**config.mk**
```make
export PLATFORM = sky130hd
export DESIGN_NAME = frt_timer
export DESIGN_NICKNAME = d
export VERILOG_FILES = /design/src/rtl/frt_pkg.sv /design/src/rtl/frt_tick_gen.sv /design/src/rtl/frt_count.sv /design/src/rtl/frt_regs.sv /design/src/rtl/frt_timer.sv
export SDC_FILE = /design/constraint.sdc
export NUM_CORES = 1
export LEC_CHECK = 0
export ABC_AREA = 1
export BUFFER_PORTS_ARGS = -buffer_cell sky130_fd_sc_hd__buf_4
export CAP_MARGIN = 20
export CORE_ASPECT_RATIO = 1.75
export CORE_MARGIN = 2
export CORE_UTILIZATION = 50
export DETAILED_ROUTE_END_ITERATION = 8
export MAX_ROUTING_LAYER = met4
export PLACE_DENSITY_LB_ADDON = 0.08
export SLEW_MARGIN = 25
export SYNTH_ARGS = -nofsm -noshare
export SYNTH_HDL_FRONTEND = slang
export SYNTH_SLANG_ARGS = --single-unit
```
**constraint.sdc**
```tcl
create_clock -name clk -period 2.57 [get_ports clk]
set_input_delay 0.6425 -clock clk [delete_from_list [all_inputs] [get_ports clk]]
set_output_delay 0.6425 -clock clk [all_outputs]
set_load 0.05 [all_outputs]
```
**src/rtl/frt_pkg.sv**
```systemverilog
package frt_pkg;
  localparam int ADDR_W = 3;
  localparam logic [ADDR_W-1:0] A_CTRL   = 3'd0;
  localparam logic [ADDR_W-1:0] A_STAT   = 3'd1;
  localparam logic [ADDR_W-1:0] A_MAIN_H = 3'd2;
  localparam logic [ADDR_W-1:0] A_MAIN_L = 3'd3;
  localparam logic [ADDR_W-1:0] A_ALT_H  = 3'd4;
  localparam logic [ADDR_W-1:0] A_ALT_L  = 3'd5;

  typedef enum logic [1:0] {
    CS_DIV4 = 2'b00,
    CS_DIV2 = 2'b01,
    CS_DIV8 = 2'b10,
    CS_EXT  = 2'b11
  } clk_sel_e;
endpackage

```
**src/rtl/frt_tick_gen.sv**
```systemverilog
module frt_tick_gen
  import frt_pkg::*;
#(
  parameter int PS_W        = 3,
  parameter int EXT_PRESENT = 1
) (
  input  logic     clk,
  input  logic     rst,
  input  clk_sel_e clk_sel,
  input  logic     ext_rise,
  input  logic     ext_pin,
  input  logic     restart,
  output logic     tick
);
  localparam logic FORCE_HI = (EXT_PRESENT == 0);

  logic [PS_W-1:0] pcnt;
  logic [PS_W-1:0] limit;
  logic            pin_v;
  logic            sync1, sync2, prev;
  logic            ext_edge;

  assign pin_v = ext_pin | FORCE_HI;

  always_comb begin
    unique case (clk_sel)
      CS_DIV2: limit = PS_W'(1);
      CS_DIV8: limit = PS_W'(7);
      default: limit = PS_W'(3);
    endcase
  end

  always_ff @(posedge clk) begin
    if (rst) begin
      sync1 <= 1'b1;
      sync2 <= 1'b1;
      prev  <= 1'b1;
    end else begin
      sync1 <= pin_v;
      sync2 <= sync1;
      prev  <= sync2;
    end
  end

  assign ext_edge = ext_rise ? (sync2 & ~prev) : (~sync2 & prev);

  always_ff @(posedge clk) begin
    if (rst || restart) pcnt <= '0;
    else if (clk_sel != CS_EXT) pcnt <= (pcnt >= limit) ? '0 : pcnt + 1'b1;
  end

  assign tick = (clk_sel == CS_EXT) ? ext_edge : (pcnt >= limit);

  // internal divider never ticks on two consecutive edges
  p_tick_spaced_r2: assert property (@(posedge clk) disable iff (rst)
    (tick && clk_sel != CS_EXT && !restart) |=> (!tick || clk_sel == CS_EXT));
endmodule

```
**src/rtl/frt_count.sv**
```systemverilog
module frt_count #(
  parameter int          CNT_W  = 16,
  parameter logic [15:0] RELOAD = 16'hFFFC
) (
  input  logic             clk,
  input  logic             rst,
  input  logic             tick,
  input  logic             reload,
  output logic [CNT_W-1:0] count,
  output logic             wrap
);
  always_ff @(posedge clk) begin
    if (rst || reload) count <= CNT_W'(RELOAD);
    else if (tick)     count <= count + 1'b1;
  end

  assign wrap = tick && !reload && (&count);

  p_reload_r5: assert property (@(posedge clk) disable iff (rst)
    reload |=> (count == CNT_W'(RELOAD)));
  p_hold_r1: assert property (@(posedge clk) disable iff (rst)
    (!tick && !reload) |=> $stable(count));
  p_wrap_zero_r1: assert property (@(posedge clk) disable iff (rst)
    wrap |=> (count == '0));
endmodule

```
**src/rtl/frt_regs.sv**
```systemverilog
module frt_regs
  import frt_pkg::*;
(
  input  logic              clk,
  input  logic              rst,
  input  logic [ADDR_W-1:0] addr,
  input  logic              wr_en,
  input  logic              rd_en,
  input  logic [7:0]        wdata,
  input  logic [15:0]       count,
  input  logic              wrap,
  output logic [7:0]        rdata,
  output logic              irq,
  output clk_sel_e          clk_sel,
  output logic              ext_rise,
  output logic              reload
);
  logic [7:0] ctrl, ctrl_d;
  logic       tof, tof_d, armed, armed_d;
  logic [7:0] shd_main, shd_alt;
  logic       shd_main_v, shd_alt_v;

  assign reload   = wr_en && (addr == A_MAIN_L || addr == A_ALT_L);
  assign clk_sel  = clk_sel_e'(ctrl[1:0]);
  assign ext_rise = ctrl[2];

  always_comb begin
    ctrl_d = ctrl;
    if (wr_en && addr == A_CTRL) ctrl_d = wdata;
  end

  always_comb begin
    tof_d   = tof;
    armed_d = armed;
    if (wrap) begin
      tof_d   = 1'b1;
      armed_d = 1'b0;
    end else if (rd_en && addr == A_MAIN_L && armed) begin
      tof_d   = 1'b0;
      armed_d = 1'b0;
    end else if (rd_en && addr == A_STAT && tof) begin
      armed_d = 1'b1;
    end
  end

  always_ff @(posedge clk) begin
    if (rst) begin
      ctrl  <= '0;
      tof   <= 1'b0;
      armed <= 1'b0;
      irq   <= 1'b0;
    end else begin
      ctrl  <= ctrl_d;
      tof   <= tof_d;
      armed <= armed_d;
      irq   <= tof_d & ctrl_d[3];
    end
  end

  always_ff @(posedge clk) begin
    if (rst) begin
      rdata      <= '0;
      shd_main   <= '0;
      shd_alt    <= '0;
      shd_main_v <= 1'b0;
      shd_alt_v  <= 1'b0;
    end else begin
      if (reload) begin
        shd_main_v <= 1'b0;
        shd_alt_v  <= 1'b0;
      end
      if (rd_en) begin
        unique case (addr)
          A_CTRL: rdata <= ctrl;
          A_STAT: rdata <= {tof, 7'b0};
          A_MAIN_H: begin
            rdata      <= count[15:8];
            shd_main   <= count[7:0];
            shd_main_v <= 1'b1;
          end
          A_MAIN_L: begin
            rdata      <= shd_main_v ? shd_main : count[7:0];
            shd_main_v <= 1'b0;
          end
          A_ALT_H: begin
            rdata     <= count[15:8];
            shd_alt   <= count[7:0];
            shd_alt_v <= 1'b1;
          end
          A_ALT_L: begin
            rdata     <= shd_alt_v ? shd_alt : count[7:0];
            shd_alt_v <= 1'b0;
          end
          default: rdata <= '0;
        endcase
      end
    end
  end

  p_wrap_sets_tof_r7: assert property (@(posedge clk) disable iff (rst)
    wrap |=> tof);
  p_alt_keeps_tof_r8: assert property (@(posedge clk) disable iff (rst)
    (rd_en && addr == A_ALT_L && tof) |=> tof);
  p_irq_needs_tof_r10: assert property (@(posedge clk) disable iff (rst)
    irq |-> tof);
endmodule

```
**src/rtl/frt_timer.sv**
```systemverilog
module frt_timer
  import frt_pkg::*;
#(
  parameter int PS_W        = 3,
  parameter int EXT_PRESENT = 1
) (
  input  logic              clk,
  input  logic              rst,
  input  logic [ADDR_W-1:0] bus_addr,
  input  logic              bus_wr,
  input  logic              bus_rd,
  input  logic [7:0]        bus_wdata,
  output logic [7:0]        bus_rdata,
  input  logic              ext_clk_pin,
  output logic              irq_ovf
);
  localparam int CNT_W = 16;

  clk_sel_e         sel;
  logic             ext_rise, reload, tick, wrap;
  logic [CNT_W-1:0] count;

  frt_regs u_regs (
    .clk(clk), .rst(rst), .addr(bus_addr), .wr_en(bus_wr), .rd_en(bus_rd),
    .wdata(bus_wdata), .count(count), .wrap(wrap), .rdata(bus_rdata),
    .irq(irq_ovf), .clk_sel(sel), .ext_rise(ext_rise), .reload(reload)
  );

  frt_tick_gen #(.PS_W(PS_W), .EXT_PRESENT(EXT_PRESENT)) u_tick (
    .clk(clk), .rst(rst), .clk_sel(sel), .ext_rise(ext_rise),
    .ext_pin(ext_clk_pin), .restart(reload), .tick(tick)
  );

  frt_count #(.CNT_W(CNT_W), .RELOAD(16'hFFFC)) u_count (
    .clk(clk), .rst(rst), .tick(tick), .reload(reload),
    .count(count), .wrap(wrap)
  );
endmodule

```
==> flow_metrics.env, run 1 <==
export IMPL_outcome="finished clean"
export IMPL_start_util=0.5101
export IMPL_synth_area_leaders="dfxtp_1 (38%), nand2_1 (19%), nand3_1 (5.6%)"
export IMPL_cts_setup_buffers=0
export IMPL_seq_area_frac_synth=0.3805
export IMPL_htreeDepth=3
export IMPL_hpwl_um=5902
export IMPL_cp_end_kind="flip-flop"
export IMPL_wl_um=8015
export IMPL_syn_nets=481
export IMPL_vias=2937
export IMPL_crit_top_cell="nand2_1"
export IMPL_die_area_um2=6879
export IMPL_clock_skew_ps=7.307
export IMPL_overflow=0
export IMPL_die_w_um=63.56
export IMPL_arrival_ps=2170
export IMPL_nets=500
export IMPL_tightestPinTransition_ps=580.2
export IMPL_cpPeakStageDelay_ps=540
export IMPL_n_antenna_cell=0
export IMPL_die_height_um=108.2
export IMPL_relSlewSlack=0.6123
export IMPL_power_mw=2.253
export IMPL_worstPathCellList="ha_1, nand2_1, nor2_2, nand2_1, nor2_1, nand3_2, nand3_1, inv_1"
export IMPL_core_um2=6086
export IMPL_clockBufferDepth=2
export IMPL_ctsResizeCount=0
export IMPL_hold_viol=0
export IMPL_leakagePower_nw=1.714
export IMPL_crit_slowest_cell="dfxtp_1"
export IMPL_grt_pass1_vias=2753
export IMPL_avgSynthCellArea_um2=6.734
export IMPL_peakVddDrop_v=0.0004906
export IMPL_dr_first_iter_drc_count=184
export IMPL_fillers=648
export IMPL_cts_root_buf="clkbuf_8"
export IMPL_critPathKind="reg -> reg"
export IMPL_dr_pass1_iters=5
export IMPL_syn_area_um2=3104
export IMPL_portBuffers=24
export IMPL_multi_input_area_um2=1637
export IMPL_drv_cap=0
export IMPL_synthToLayoutAreaGrowth_pct=12.09
export IMPL_ant_nets=0
export IMPL_start_kind="flip-flop"
export IMPL_syn_inst=461
export IMPL_gp_congestion=0.9508
export IMPL_regArea_um2=1181
export IMPL_fin_crit_sh=0.7439
export IMPL_ios=25
export IMPL_hp_class="reg -> reg"
export IMPL_grt_max_degree=22
export IMPL_yosys_warnings=0
export IMPL_cts_clk_slew_worst_paths_ps=70
export IMPL_synthDistinctLibCells=33
export IMPL_cts_tree="yes"
export IMPL_report_final_slew_viol_count=0
export IMPL_track_usage=0.2605
export IMPL_period_needed_ps=1912
export IMPL_netlist_area_leader_share=0.3805
export IMPL_num_rows=38
export IMPL_grt_pass1_wl_um=13050
export IMPL_drive_above_1_share=0.1426
export IMPL_clock_latency_ps=350
export IMPL_postCtsHoldBufs=0
export IMPL_final_core_util=0.5718
export IMPL_holdWs_ps=414.6
export IMPL_ys_ff_latch=59
export IMPL_cts_sinks=59
export IMPL_setup_viol=0
export IMPL_rsz0062_at_grt="no"
export IMPL_detail_route_wl_per_cell_um=14.21
export IMPL_clock_fmax_mhz=523.1
export IMPL_yosysTopAreaCell="dfxtp_1"
export IMPL_via_per_inst=5.207
export IMPL_required_ps=2830
export IMPL_numCtsBuffers=9
export IMPL_tns_ps=0
export IMPL_antenna_found_initial=0
export IMPL_power_density_nw_per_um2=647.6
export IMPL_path_max_fanout=8
export IMPL_drc=0
## cells by family (layout without fill, tap and decap cells)
| family | after synthesis | count (layout) | synth area share |
|---|---|---|---|
| xor+xnor | 8 | 8 | 0.02257 |
| flops | 59 | 59 | 0.3805 |
| compound gates | 74 | 74 | 0.1274 |
| simple gates | 250 | 250 | 0.3611 |
| fa+ha+maj | 4 | 4 | 0.01612 |
| buf+inv | 66 | 89 | 0.09230 |
## worst max-delay path: cells and delay by family (launching register included)
family / cells / cell delay, ps
adders and majority gates: 1 / 330
and+or+nand+nor: 6 / 900
buffers and inverters: 1 / 40
DFF: 1 / 540
## metal layers
metal  GRT usage  share of wire  vias up
li1            -              -     1520
met4      0.1165          0.029        0
met1      0.2759           0.40     1336
met3     0.05411          0.037       16
met5           -              0        -
met2      0.4617           0.53       65
## sequential cells by signal, indices dropped and copies added (netlist names), 3 cells and up
| signal | cells |
|---|---|
| u_regs.ctrl | 8 |
| u_regs.shd_alt | 8 |
| u_tick.pcnt | 3 |
| u_regs.rdata | 8 |
| u_regs.shd_main | 8 |
| u_count.count | 16 |
## stage by stage
step           cells  setup slack, ps  cell area, µm²
3_5_place_dp     549            574.2            3301
2_1_floorplan    461             1003            3104
5_1_grt          564            510.9            3480
4_1_cts          564            649.3            3480
3_3_place_gp     549            591.2            3301
6_report         564            658.2            3480
## final timing paths
check	from	to	slack [ps]	cells past startpoint
worst max register to register	u_count.count[0]	u_regs.armed	660	8
worst max-delay path	u_count.count[0]	u_regs.armed	660	8
worst min register to register	u_tick.sync1	u_tick.sync2	410	1
worst min-delay path	u_tick.sync1	u_tick.sync2	410	1
## cell usage after synthesis (all sizes together)
library cell / count
clkbuf: 6
o21ai: 33
o22ai: 2
nor2: 35
inv: 46
nand4: 3
o31ai: 1
o211ai: 3
a31oi: 1
ha: 4
dfxtp: 59
nand3: 47
xnor2: 1
nand2: 156
or2: 3
nor3: 6
xor2: 7
a21oi: 34
buf: 14
## layout make-up
class,count,share of cell area
clock buffer,13,0.04854
inverter,46,0.04962
multi-input combinational,336,0.4703
tap,80,0.02877
clock inverter,2,0.002877
sequential,59,0.3394
timing repair buffer,28,0.06041
## cells in the final DEF, fill, tap and decap left out, types with 5 or more instances in the layout
cell type,netlist,layout
a21oi_1,33,33
buf_4,6,28
clkbuf_8,0,12
dfxtp_1,59,59
inv_1,42,42
nand2_1,153,153
nand3_1,35,35
nand3_2,12,12
nor2_1,31,31
nor3_1,5,5
o21ai_0,29,29
xor2_1,7,7
## power by group
part / internal [mW] / switching (mW)
clock network: 0.420 / 0.353
logic: 0.151 / 0.297
registers: 0.972 / 0.0596
total: 1.54 / 0.710
(Power assumes the default switching activity.)
==> inputs of run 2 (changes only) <==
--- a/config.mk
+++ b/config.mk
@@ -5,7 +5,7 @@
 export SDC_FILE = /design/constraint.sdc
 export NUM_CORES = 1
 export LEC_CHECK = 0
-export ABC_AREA = 1
+export ABC_AREA = 0
 export BUFFER_PORTS_ARGS = -buffer_cell sky130_fd_sc_hd__buf_4
 export CAP_MARGIN = 20
 export CORE_ASPECT_RATIO = 1.75
==> constraint.sdc (replaced) <==
create_clock -name clk -period 1.8 [get_ports clk]
set_input_delay 0.45 -clock clk [delete_from_list [all_inputs] [get_ports clk]]
set_output_delay 0.45 -clock clk [all_outputs]
set_load 0.05 [all_outputs]
==> run 2 against run 1 <==
  * The run now ends with negative setup slack left
  * Maximum frequency shrank 3.2%
  * Utilization grew 8.6 points
  * Final cell count shrank 16%
  * Routed wire length shrank 4.7%
  * Largest power group unchanged
  * First-iteration DRC count shrank 57%
  * Design area grew 3.9%
  * Critical endpoint is now u_count.count[15]
  * Sequential share of layout area shrank 1.1 points
  * Setup slack lost 830 ps
  * Clock power grew 31%
==> flow_metrics.env, run 2 <==
export IMPL_outcome="finished with violations"
export IMPL_violations="negative setup slack"
export IMPL_setup_viol=3
export IMPL_r2r_end="u_count.count[15]"
export IMPL_clock_fmax_mhz=506.4
export IMPL_report_final_slew_viol_count=0
export IMPL_avgSynthCellArea_um2=8.251
export IMPL_drc=0
export IMPL_synth_edf_count=0
export IMPL_yosys_warnings=0
export IMPL_final_cell_mix="nand2_1 (75), buf_4 (68), dfxtp_1 (57)"
export IMPL_ant_nets=0
export IMPL_r2r_slack_ps=-170
export IMPL_gp_congestion=0.8666
export IMPL_peakVddDrop_v=0.0004911
export IMPL_crit_slowest_cell="or4_4"
export IMPL_final_core_util=0.6580
export IMPL_track_usage=0.2759
export IMPL_relSlewSlack=0.3432
export IMPL_antenna_found_initial=0
export IMPL_clock_skew_ps=6.789
export IMPL_dp_cells=458
export IMPL_core_um2=5495
export IMPL_seq_area_frac_synth=0.4211
export IMPL_portBuffers=24
export IMPL_ys_flop_type="dfxtp_1"
export IMPL_cts_sinks=59
export IMPL_regArea_um2=1186
export IMPL_required_ps=2090
export IMPL_clock_latency_ps=340
export IMPL_die_height_um=103.1
export IMPL_cp_num_cells=7
export IMPL_via_per_inst=5.529
export IMPL_die_w_um=60.62
export IMPL_synthToLayoutAreaGrowth_pct=28.90
export IMPL_ys_top_cells_by_count="nand2_1 (76), dfxtp_1 (59), a21oi_1 (39)"
export IMPL_yosysTopAreaCell="dfxtp_1"
export IMPL_holdWs_ps=295.8
export IMPL_htreeDepth=3
export IMPL_period_needed_ps=1975
export IMPL_overflow=0
export IMPL_critPathKind="reg -> reg"
export IMPL_n_antenna_cell=0
export IMPL_fin_cells=473
export IMPL_drive_above_1_share=0.2720
export IMPL_grt_pass1_vias=2485
export IMPL_tightestPinTransition_ps=979.3
export IMPL_grt_pass1_wl_um=11970
export IMPL_cp_end_kind="flip-flop"
export IMPL_cp_endpoint="u_count.count[15]"
export IMPL_syn_area_um2=2805
export IMPL_arrival_ps=2260
export IMPL_synthDistinctLibCells=41
export IMPL_ios=25
export IMPL_drv_cap=0
export IMPL_clockBufferDepth=2
export IMPL_nets=416
export IMPL_setup_ws_ps=-174.6
export IMPL_start_util=0.5105
export IMPL_start_kind="flip-flop"
export IMPL_critical_path_top_delay_family="simple AND/OR/NAND/NOR gates"
export IMPL_regMostFlops="u_count.count"
export IMPL_grt_max_degree=22
export IMPL_syn_nets=360
export IMPL_fin_crit_sh=1.097
export IMPL_startpoint="u_regs.ctrl[0]"
export IMPL_power_mw=2.770
export IMPL_hpwl_um=5450
export IMPL_fillers=508
export IMPL_cpPeakStageDelay_ps=520
export IMPL_cts_clk_slew_worst_paths_ps=60
export IMPL_path_max_fanout=4
export IMPL_vias=2615
export IMPL_postCtsHoldBufs=0
export IMPL_wl_um=7637
export IMPL_hp_class="in -> reg"
export IMPL_dr_pass1_iters=5
export IMPL_largest_register_ffs=16
export IMPL_detail_route_wl_per_cell_um=16.15
export IMPL_leakagePower_nw=1.415
export IMPL_rsz0062_at_grt="yes"
export IMPL_yosysMostFrequentCell="nand2_1"
export IMPL_cts_tree="yes"
export IMPL_netlist_area_leader_share=0.4211
export IMPL_worstPathCellList="nor2b_4, ha_4, a21oi_2, o21a_1, or3_4, or4_4, nand3_2"
export IMPL_multi_input_area_um2=1654
export IMPL_die_area_um2=6249
export IMPL_dr_first_iter_drc_count=80
export IMPL_cts_root_buf="clkbuf_8"
export IMPL_ys_ff_latch=59
export IMPL_syn_inst=340
export IMPL_hold_viol=0
export IMPL_r2r_start="u_regs.ctrl[0]"
export IMPL_crit_buf_inv=0
export IMPL_num_rows=36
export IMPL_final_common_cell="nand2_1"
export IMPL_numCtsBuffers=9
export IMPL_async_flop_share=0
export IMPL_r2r_cells=7
export IMPL_synth_area_leaders="dfxtp_1 (42%), nand2_1 (10%), a21oi_1 (7.0%)"
export IMPL_power_density_nw_per_um2=766.1
-- run 2: changes by cell type after synthesis, sizes merged, moves of 18 or more --
cell   delta
inv      -42
mux2i    +18
nand2    -80
nand3    -30
nor2     -20
o21ai    -29
-- run 2: repair_timing --
action                     CTS  global route
cloned                       0             0
pin swaps                    3             4
hold endpoints to repair     0             0
buffers inserted             2             1
setup endpoints to repair   13            20
gates resized for setup     15            12
-- run 2: per-stage QoR --
stage | worst slack [ps] | setup TNS (ps) | area (µm²)
after floorplan | -263.9 | -527.1 | 2813
after global placement | -156.4 | -1078 | 3284
after detailed placement | -192.2 | -2068 | 3284
after CTS | -159.1 | -574.5 | 3550
after global routing | -227.6 | -950.5 | 3616
final | -174.6 | -368.9 | 3616
-- run 2: worst min-delay path by stage --
stage                      start  depth (start not counted)            to  slack (ps)
finish               ext_clk_pin                          2  u_tick.sync1         300
CTS                  ext_clk_pin                          2  u_tick.sync1         280
detailed placement  u_tick.sync1                          1  u_tick.sync2         400
global placement    u_tick.sync1                          1  u_tick.sync2         390
floorplan           u_tick.sync1                          1  u_tick.sync2         390
global route         ext_clk_pin                          2  u_tick.sync1         280
-- run 2: final cells by class --
class	instances	share of cell area
Multi-Input combinational cell	254	0.4574
Sequential cell	59	0.3280
Timing Repair Buffer	68	0.1412
Clock buffer	12	0.04291
Tap cell	76	0.02630
Inverter	4	0.004152
-- run 2: routing by layer --
| layer | vias to the layer above | part of all wire | GRT usage |
|---|---|---|---|
| met5 | - | 0 | - |
| met4 | 0 | 0.030 | 0.1321 |
| met3 | 16 | 0.044 | 0.06399 |
| met2 | 70 | 0.53 | 0.4392 |
| met1 | 1227 | 0.40 | 0.3206 |
| li1 | 1302 | - | - |
-- run 2: power breakdown --
part | switching (mW) | total (mW) | internal, mW
clock | 0.468 | 1.01 | 0.544
sequential | 0.0300 | 1.38 | 1.35
combinational | 0.221 | 0.382 | 0.162
-- run 2: cell families (layout without fill, tap and decap cells) --
family          after synthesis  after routing  synth area share
mux                          18             18           0.06423
flops                        59             59            0.4211
compound gates               68             68            0.1512
xor+xnor                     11             11           0.03434
fa+ha+maj                     4              4           0.01784
buf+inv                      27             84           0.04415
simple gates                153            153            0.2672
==> inputs of run 3 (changes only) <==
--- a/config.mk
+++ b/config.mk
@@ -5,12 +5,13 @@
 export SDC_FILE = /design/constraint.sdc
 export NUM_CORES = 1
 export LEC_CHECK = 0
-export ABC_AREA = 0
+export ABC_AREA = 1
 export BUFFER_PORTS_ARGS = -buffer_cell sky130_fd_sc_hd__buf_4
 export CAP_MARGIN = 20
 export CORE_ASPECT_RATIO = 1.75
 export CORE_MARGIN = 2
 export CORE_UTILIZATION = 50
+export CTS_BUF_LIST = sky130_fd_sc_hd__clkbuf_8
 export DETAILED_ROUTE_END_ITERATION = 8
 export MAX_ROUTING_LAYER = met4
 export PLACE_DENSITY_LB_ADDON = 0.08
==> run 3 against run 2 <==
  * The flow now finishes without violations
  * Count of clock-buffer cells in the layout unchanged
  * Register-to-register slack improved by 280 ps
  * Combinational power up 90%
  * Hold slack got worse by 5.3 ps
  * Via count rose by 16%
  * Critical endpoint is now u_count.count[3]
  * Largest power group unchanged
  * Highest routed layer unchanged
==> flow_metrics.env, run 3 (synthesis gave the netlist of run 1 again) <==
export IMPL_clockBufferDepth=2
export IMPL_wl_um=8341
export IMPL_clock_latency_ps=340
export IMPL_crit_top_cell="nand2_1"
export IMPL_portBuffers=24
export IMPL_postCtsHoldBufs=0
export IMPL_cts_clk_slew_worst_paths_ps=70
export IMPL_regMostFlops="u_count.count"
export IMPL_crit_slowest_cell="dfxtp_1"
export IMPL_report_final_slew_viol_count=0
export IMPL_ant_nets=0
export IMPL_htreeDepth=3
export IMPL_arrival_ps=1920
export IMPL_peakVddDrop_v=0.0005706
export IMPL_tightestPinTransition_ps=575.8
export IMPL_cts_root_buf="clkbuf_8"
export IMPL_cpPeakStageDelay_ps=330
export IMPL_die_w_um=63.56
export IMPL_cp_end_kind="flip-flop"
export IMPL_via_per_inst=5.240
export IMPL_grt_max_degree=23
export IMPL_numCtsBuffers=9
export IMPL_start_kind="flip-flop"
export IMPL_required_ps=2030
export IMPL_cts_tree="yes"
export IMPL_vias=3034
export IMPL_crit_buf_inv=2
export IMPL_critPathKind="reg -> reg"
export IMPL_ios=25
export IMPL_drc=0
export IMPL_worstPathCellList="inv_1, nand2_1, ha_1, nand3_1, nand2_1, nand2_1, nand2_4, clkinvlp_4, o21ai_1, nand3_1"
export IMPL_detail_route_wl_per_cell_um=14.41
export IMPL_fin_crit_sh=0.9398
export IMPL_drv_cap=0
export IMPL_final_common_cell="nand2_1"
export IMPL_grt_pass1_wl_um=13440
export IMPL_tns_ps=0
export IMPL_period_needed_ps=1692
export IMPL_setup_viol=0
export IMPL_nets=515
export IMPL_track_usage=0.2652
export IMPL_num_rows=38
export IMPL_critical_path_top_delay_family="simple AND/OR/NAND/NOR gates"
export IMPL_leakagePower_nw=1.795
export IMPL_dr_pass1_iters=5
export IMPL_cts_sinks=59
export IMPL_dr_first_iter_drc_count=236
export IMPL_grt_pass1_vias=2868
export IMPL_final_core_util=0.5958
export IMPL_rsz0062_at_grt="no"
export IMPL_power_mw=3.283
export IMPL_n_antenna_cell=0
export IMPL_synthToLayoutAreaGrowth_pct=16.81
export IMPL_start_util=0.5101
export IMPL_hpwl_um=6120
export IMPL_power_density_nw_per_um2=905.5
export IMPL_final_cell_mix="nand2_1 (153), dfxtp_1 (59), inv_1 (42)"
export IMPL_path_max_fanout=6
export IMPL_largest_register_ffs=16
export IMPL_outcome="finished clean"
export IMPL_hold_viol=0
export IMPL_die_area_um2=6879
export IMPL_clock_fmax_mhz=591.1
export IMPL_cts_setup_buffers=0
export IMPL_gp_congestion=0.9621
export IMPL_core_um2=6086
export IMPL_die_height_um=108.2
export IMPL_clock_skew_ps=7.127
export IMPL_antenna_found_initial=0
export IMPL_drive_above_1_share=0.1703
export IMPL_relSlewSlack=0.6132
export IMPL_hp_class="in -> reg"
export IMPL_overflow=0
[run 3: final timing paths]
path,start,end,slack [ps],cells past startpoint
max,u_regs.ctrl[0],u_count.count[3],110,10
min,ext_clk_pin,u_tick.sync1,290,2
max reg2reg,u_regs.ctrl[0],u_count.count[3],110,10
min reg2reg,u_tick.sync1,u_tick.sync2,410,1
[run 3: final cells by class]
cell class	count	area, µm²
clock buffer	12	165.2
clock inverter	3	13.76
fill	638	2460
inverter	46	176.4
multi-input combinational	336	1642
sequential	59	1181
tap	80	100.1
timing repair buffer	42	340.3
timing repair inverter	1	7.507
[run 3: metrics by stage]
stage	cells	hold WS, ps	setup WS, ps	cell area, µm²
floorplan	461	389.5	296.5	3104
global placement	563	390.9	130.8	3431
detailed placement	563	402.9	93.38	3431
CTS	578	275.5	74.52	3610
global route	579	289.4	0.3191	3626
finish	579	290.5	108.3	3626
[run 3: where the power goes]
part / total [mW] / switching (mW) / internal [mW]
combinational: 0.726 / 0.470 / 0.256
sequential: 1.45 / 0.0635 / 1.39
clock: 1.11 / 0.511 / 0.595
[run 3: what timing repair did]
action | CTS | global route
endpoints found under the hold margin | 0 | 0
endpoints found under the setup margin | 0 | 11
resized for setup | 0 | 5
[run 3: metal layers]
metal / track usage / part of all wire
met5: - / 0
met4: 0.1491 / 0.037
met3: 0.04995 / 0.048
met2: 0.4541 / 0.53
met1: 0.2852 / 0.39
